`src/rtl/pstage_pkg.sv`:
```
package pstage_pkg;

    typedef enum logic [1:0] {
        PM_AUTO   = 2'b00,
        PM_LATCH  = 2'b01,
        PM_RSVD_A = 2'b10,
        PM_RSVD_B = 2'b11
    } pmode_e;

    function automatic logic is_auto(input logic [1:0] sel);
        return pmode_e'(sel) == PM_AUTO;
    endfunction

endpackage

```
`src/rtl/pstage_pwm_sync.sv`:
```
module pstage_pwm_sync #(
    parameter int CH     = 2,
    parameter int STAGES = 2
) (
    input  logic          clk,
    input  logic          rst_n,
    input  logic [CH-1:0] pwm_in,
    output logic [CH-1:0] pwm_lvl,
    output logic [CH-1:0] pwm_rise
);
    localparam int PW = STAGES + 1;

    for (genvar c = 0; c < CH; c++) begin : g_ch
        logic [PW-1:0] pipe_d, pipe_q;

        always_comb begin
            pipe_d = {pipe_q[PW-2:0], pwm_in[c]};
        end

        always_ff @(posedge clk or negedge rst_n) begin
            if (!rst_n) pipe_q <= '0;
            else        pipe_q <= pipe_d;
        end

        // level is the last synchroniser stage; one more flop gives the edge
        assign pwm_lvl[c]  = pipe_q[STAGES-1];
        assign pwm_rise[c] = pipe_q[STAGES-1] & ~pipe_q[STAGES];
    end

endmodule

```
`src/rtl/pstage_prot_core.sv`:
```
module pstage_prot_core
    import pstage_pkg::*;
#(
    parameter int AR_CYCLES = 512
) (
    input  logic       clk,
    input  logic       rst_n,
    input  logic       ctrl_rst_n,
    input  logic [1:0] mode_sel,
    input  logic       hard_fault,
    input  logic       ote_fault,
    input  logic       edge_tick,
    output logic       err_latched,
    output logic       err_is_ote,
    output logic       ar_holding
);
    localparam int CW   = $clog2(AR_CYCLES + 1);
    localparam int HALF = AR_CYCLES / 2;

    typedef struct packed {
        logic          err;
        logic          ote;
        logic          hold;
        logic [CW-1:0] cnt;
        logic          rst_prev;
    } core_t;

    core_t st_d, st_q;
    logic  auto_m, rst_fall;

    always_comb begin
        auto_m   = is_auto(mode_sel);
        rst_fall = st_q.rst_prev & ~ctrl_rst_n;
        st_d     = st_q;
        st_d.rst_prev = ctrl_rst_n;

        if (rst_fall) begin
            st_d.err  = 1'b0;
            st_d.ote  = 1'b0;
            st_d.hold = 1'b0;
            st_d.cnt  = '0;
        end else if (auto_m && st_q.hold && edge_tick) begin
            if (st_q.cnt == CW'(AR_CYCLES - 1)) begin
                st_d.hold = 1'b0;
                st_d.cnt  = '0;
            end else begin
                st_d.cnt = st_q.cnt + 1'b1;
            end
            if (st_q.cnt == CW'(HALF - 1)) begin
                st_d.err = 1'b0;
                st_d.ote = 1'b0;
            end
        end

        if (!auto_m) begin
            st_d.hold = 1'b0;
            st_d.cnt  = '0;
        end

        // a fault wins over every clearing path and restarts the count
        if (hard_fault) begin
            st_d.err  = 1'b1;
            st_d.ote  = ote_fault | (st_q.err & st_q.ote);
            st_d.hold = auto_m;
            st_d.cnt  = '0;
        end
    end

    always_ff @(posedge clk or negedge rst_n) begin
        if (!rst_n) st_q <= '0;
        else        st_q <= st_d;
    end

    assign err_latched = st_q.err;
    assign err_is_ote  = st_q.ote;
    assign ar_holding  = st_q.hold;

endmodule

```
`src/rtl/pstage_status.sv`:
```
module pstage_status (
    input  logic ctrl_rst_n,
    input  logic err_latched,
    input  logic err_is_ote,
    input  logic warn,
    output logic sd_n,
    output logic otw_n
);
    always_comb begin
        sd_n  = ~(err_latched & ctrl_rst_n);
        otw_n = ~(warn | (err_latched & err_is_ote));
    end
endmodule

```
`src/rtl/pstage_guard.sv`:
```
module pstage_guard #(
    parameter int AR_CYCLES  = 512,
    parameter int SYNC_STAGES = 2
) (
    input  logic       clk,
    input  logic       rst_n,
    input  logic       ctrl_rst_n,
    input  logic [1:0] mode_sel,
    input  logic       flt_oc,
    input  logic       flt_uv,
    input  logic       flt_ote,
    input  logic       flt_otw,
    input  logic       pwm_a,
    input  logic       pwm_b,
    output logic       hb_a_en,
    output logic       hb_a_drive,
    output logic       hb_b_en,
    output logic       hb_b_drive,
    output logic       sd_n,
    output logic       otw_n
);
    localparam int NCH = 2;

    logic [NCH-1:0] lvl, rise;
    logic           any_fault, err_q, ote_q, hold_q, run;

    assign any_fault = flt_oc | flt_uv | flt_ote;

    pstage_pwm_sync #(.CH(NCH), .STAGES(SYNC_STAGES)) i_sync (
        .clk      (clk),
        .rst_n    (rst_n),
        .pwm_in   ({pwm_b, pwm_a}),
        .pwm_lvl  (lvl),
        .pwm_rise (rise)
    );

    pstage_prot_core #(.AR_CYCLES(AR_CYCLES)) i_core (
        .clk         (clk),
        .rst_n       (rst_n),
        .ctrl_rst_n  (ctrl_rst_n),
        .mode_sel    (mode_sel),
        .hard_fault  (any_fault),
        .ote_fault   (flt_ote),
        .edge_tick   (rise[0]),
        .err_latched (err_q),
        .err_is_ote  (ote_q),
        .ar_holding  (hold_q)
    );

    pstage_status i_stat (
        .ctrl_rst_n  (ctrl_rst_n),
        .err_latched (err_q),
        .err_is_ote  (ote_q),
        .warn        (flt_otw),
        .sd_n        (sd_n),
        .otw_n       (otw_n)
    );

    always_comb begin
        run        = ctrl_rst_n & ~err_q & ~hold_q & ~any_fault & ~(&lvl);
        hb_a_en    = run;
        hb_b_en    = run;
        hb_a_drive = lvl[0];
        hb_b_drive = lvl[1];
    end

endmodule

```
`config.mk`:
```
export PLATFORM = sky130hd
export DESIGN_NAME = pstage_guard
export DESIGN_NICKNAME = d
export VERILOG_FILES = /design/src/rtl/pstage_pkg.sv /design/src/rtl/pstage_pwm_sync.sv /design/src/rtl/pstage_prot_core.sv /design/src/rtl/pstage_status.sv /design/src/rtl/pstage_guard.sv
export SDC_FILE = /design/constraint.sdc
export NUM_CORES = 1
export LEC_CHECK = 0
export BUFFER_PORTS_ARGS = -buffer_cell sky130_fd_sc_hd__buf_2
export CORE_MARGIN = 4
export CORE_UTILIZATION = 28
export DETAILED_ROUTE_END_ITERATION = 12
export PLACE_DENSITY_LB_ADDON = 0.1
export SLEW_MARGIN = 15
export SYNTH_ARGS = -nofsm -noshare
export SYNTH_HDL_FRONTEND = slang
export SYNTH_SLANG_ARGS = --single-unit
```
`constraint.sdc`:
```
create_clock -name clk -period 1.8 [get_ports clk]
set_clock_uncertainty 0.05 [all_clocks]
set_input_delay 0.09 -clock clk [delete_from_list [all_inputs] [get_ports clk]]
set_output_delay 0.09 -clock clk [all_outputs]
set_load 0.02 [all_outputs]
```
==> summary.txt <==
CTS
  • H-tree depth: 1
  • Clock transition at the registers of the reported paths: 120 ps
  • CTS Sinks: 19
  • TritonCTS buffer count: 3
  • Buffer depth of the longest clock path: 2
  • Hold_buf cts: 5
  • Post-CTS resize count: 0
  • CTS tree: yes
  • Clock Tree Root: clkbuf_4
  • Post-CTS Setup Inserts: 0
  • Worst skew pair latency: 310 ps

GRT
  • Number of global-route vias before repair: 751
  • Largest net degree at the start of global routing: 20
  • Global route overflow: 0
  • Number of antenna violations at the first check in global routing: 0
  • First-pass GRT wire length: 3.450 mm
  • GR Util All Layers: 10.55%

STA
  • Worst-Margin Slew: 428.7 ps
  • Worst hold slack: 172.9 ps
  • Slew HR: 71.42%
  • Minimum clock period: 1687 ps
  • Setup TNS: 0 ps
  • Final slew viol count: 0
  • Final setup fails: 0
  • Worst setup margin: 112.9 ps
  • Final Hold Fails: 0
  • Max Fclk: 0.5927 GHz
  • RSZ-0062 raised after global routing: no
  • Fin crit share: 93.73%

Synthesis
  • YS warnings: 0
  • Seq cells post-synth: 19
  • Synthesized area per cell: 10.52 um^2
  • Largest area contributor in the netlist: dfrtp_1
  • Mapped Cells: 88
  • Synth cell types: 31
  • Mapped cell area: 925.9 um^2
  • Sequential fraction of the synthesis area: 51.35%
  • Yosys top cell area share: 51.35%
  • Area contributors post-synth: dfrtp_1 51%, nand3_1 5.9%, nand4_1 4.1%
  • Syn nets: 100

Worst setup path
  • CP max-delay cell: dfrtp_1
  • Setup CP Type: register to register
  • Critical Path Sink Type: register
  • CP Max Fanout: 4
  • WP data arrival: 1850 ps
  • Crit path buf inv count: 0
  • Startpoint types: register
  • Cell family with most CP delay: compound AO/OA/AOI/OAI gates
  • CP peak stage delay: 360 ps
  • Crit-path cells: ha_1 > and4_1 > nand4_1 > o31a_1 > a211o_1
  • WP data required: 1960 ps

Placed design
  • PortBufs: 16
  • Placer Congestion: 0.8067
  • Post-Place Cell Area: 1109 um^2
  • Post-detail-place hpwl: 1.506 mm
  • Post-place setup slack: 119.2 ps

Run status
  • Status: finished clean

Floorplanning
  • Starting Density: 29.84%
  • Row count: 20
  • Die footprint: 4291 um^2
  • Die width: 65.51 um
  • Io pins: 17
  • Core box area: 3103 um^2
  • Die Span Y: 65.51 um

Cells and area
  • Area grow syn2layout: 28.38%
  • Share of layout cells above drive strength 1: 29.31%
  • Design area: 1189 um^2
  • N_diodes: 0
  • Fin util: 38.31%
  • Total Nets Final: 129

Routing
  • Drt total wl: 2.046 mm
  • DRC: 0
  • Total number of vias: 773
  • ANT nets after route: 0
  • Vias/cell: 4.831
  • DRT iter0 DRCs: 9
  • Detailed Routing Iterations Pass 1: 2
  • Routed wire length per instance: 12.79 um

Min path
  • HP Class: input port to register

Power and ir drop
  • Maximum VDD drop: 299.3 uV
  • Leak: 0.0005009 uW
  • Power per cell area: 621.4 nW/um^2

Flow run
  • Max-Cap Viols: 0
cell usage after synthesis (all sizes together):
library cell	count
dfrtp	19
nand3	12
nand2	8
nand4	6
o211ai	5
and3	4
buf	3
o31ai	3
or2	3
a21oi	2
and2	2
and4	2
nand2b	2
nand4b	2
nor2	2
a2111oi	1
a211o	1
a21o	1
and3b	1
clkbuf	1
ha	1
nor2b	1
nor4	1
o21ai	1
o31a	1
or3	1
or4	1
xnor2	1
tightest hold or removal path, stage by stage:
cell and delay, ps:
buf_2 110, nor2_1 60, buf_4 150, nand2_1 60
nand2_1 40
through the flow:
stage	instances	power, uW
global route	160	779.4
CTS	160	751.0
global placement	151	511.5
detailed placement	151	512.2
finish	160	738.6
floorplan	88	476.7
layout by cell type, fill, tap and decap left out, drive strengths merged, types with 3 or more instances in the layout:
master / netlist / layout
buf: 3 / 23
nand4: 6 / 6
dlygate4sd3: 0 / 5
dfrtp: 19 / 19
clkbuf: 1 / 3
and3: 4 / 4
nand2: 8 / 8
or2: 3 / 3
nand3: 12 / 12
o31ai: 3 / 3
o211ai: 5 / 5
path summary, 6_finish.rpt:
path | slack [ps] | start | cells past startpoint | to
worst max-delay path | 110 | i_core.st_q[1]$_DFFE_PN0P_ | 5 | i_core.err_is_ote$_DFFE_PN0P_
worst min-delay path | 170 | mode_sel[0] | 5 | i_core.ar_holding$_DFFE_PN0P_
worst max register to register | 110 | i_core.st_q[1]$_DFFE_PN0P_ | 5 | i_core.err_is_ote$_DFFE_PN0P_
worst min register to register | 320 | i_sync.g_ch[0].pipe_q[0]$_DFF_PN0_ | 0 | i_sync.g_ch[0].pipe_q[1]$_DFF_PN0_
max in group asynchronous | 1200 | rst_n | 2 | i_core.st_q[2]$_DFFE_PN0P_
min in group asynchronous | 190 | rst_n | 2 | i_core.err_latched$_DFFE_PN0P_
area by class of cell:
cell class                      count  area, um^2
Clock buffer                        3       22.52
Clock inverter                      1       7.507
Fill cell                         341        1914
Multi-Input combinational cell     65       432.9
Sequential cell                    19       475.5
Tap cell                           44       55.05
Timing Repair Buffer               28       195.2
sequential cells by signal, indices dropped and copies added, names as in the netlist:
signal,count
i_core.ar_holding,1
i_core.st_q,11
i_core.err_is_ote,1
i_sync.g_ch.pipe_q,5
i_core.err_latched,1
report_power, final:
group / total, uW / internal [uW] / switching (uW) / leakage (uW)
Sequential: 444 / 437 / 6.34 / 0.000242
Combinational: 66.3 / 30.6 / 35.8 / 0.000245
Clock: 229 / 84.7 / 144 / 0.0000139
Total: 739 / 553 / 186 / 0.000501
cell families (layout without fill, tap and decap cells):
logic type	count (synthesis)	count (layout)	share of synthesized area, %
adders and majority gates	1	1	1.351
xor gates and xnor gates	1	1	0.9461
DFF	19	19	51.35
and+or+nand+nor	48	48	32.03
buffers and inverters	4	32	2.566
AOI/OAI and AO/OA	15	15	11.76
routing by layer:
layer	vias to the layer above	share of wire, %	global-route usage [%]
met5	-	0	0
met4	0	1.0	4.663
met3	4	3.8	2.393
met2	11	47	16.69
met1	370	48	13.72
li1	388	-	-
(Power assumes the default switching activity.)
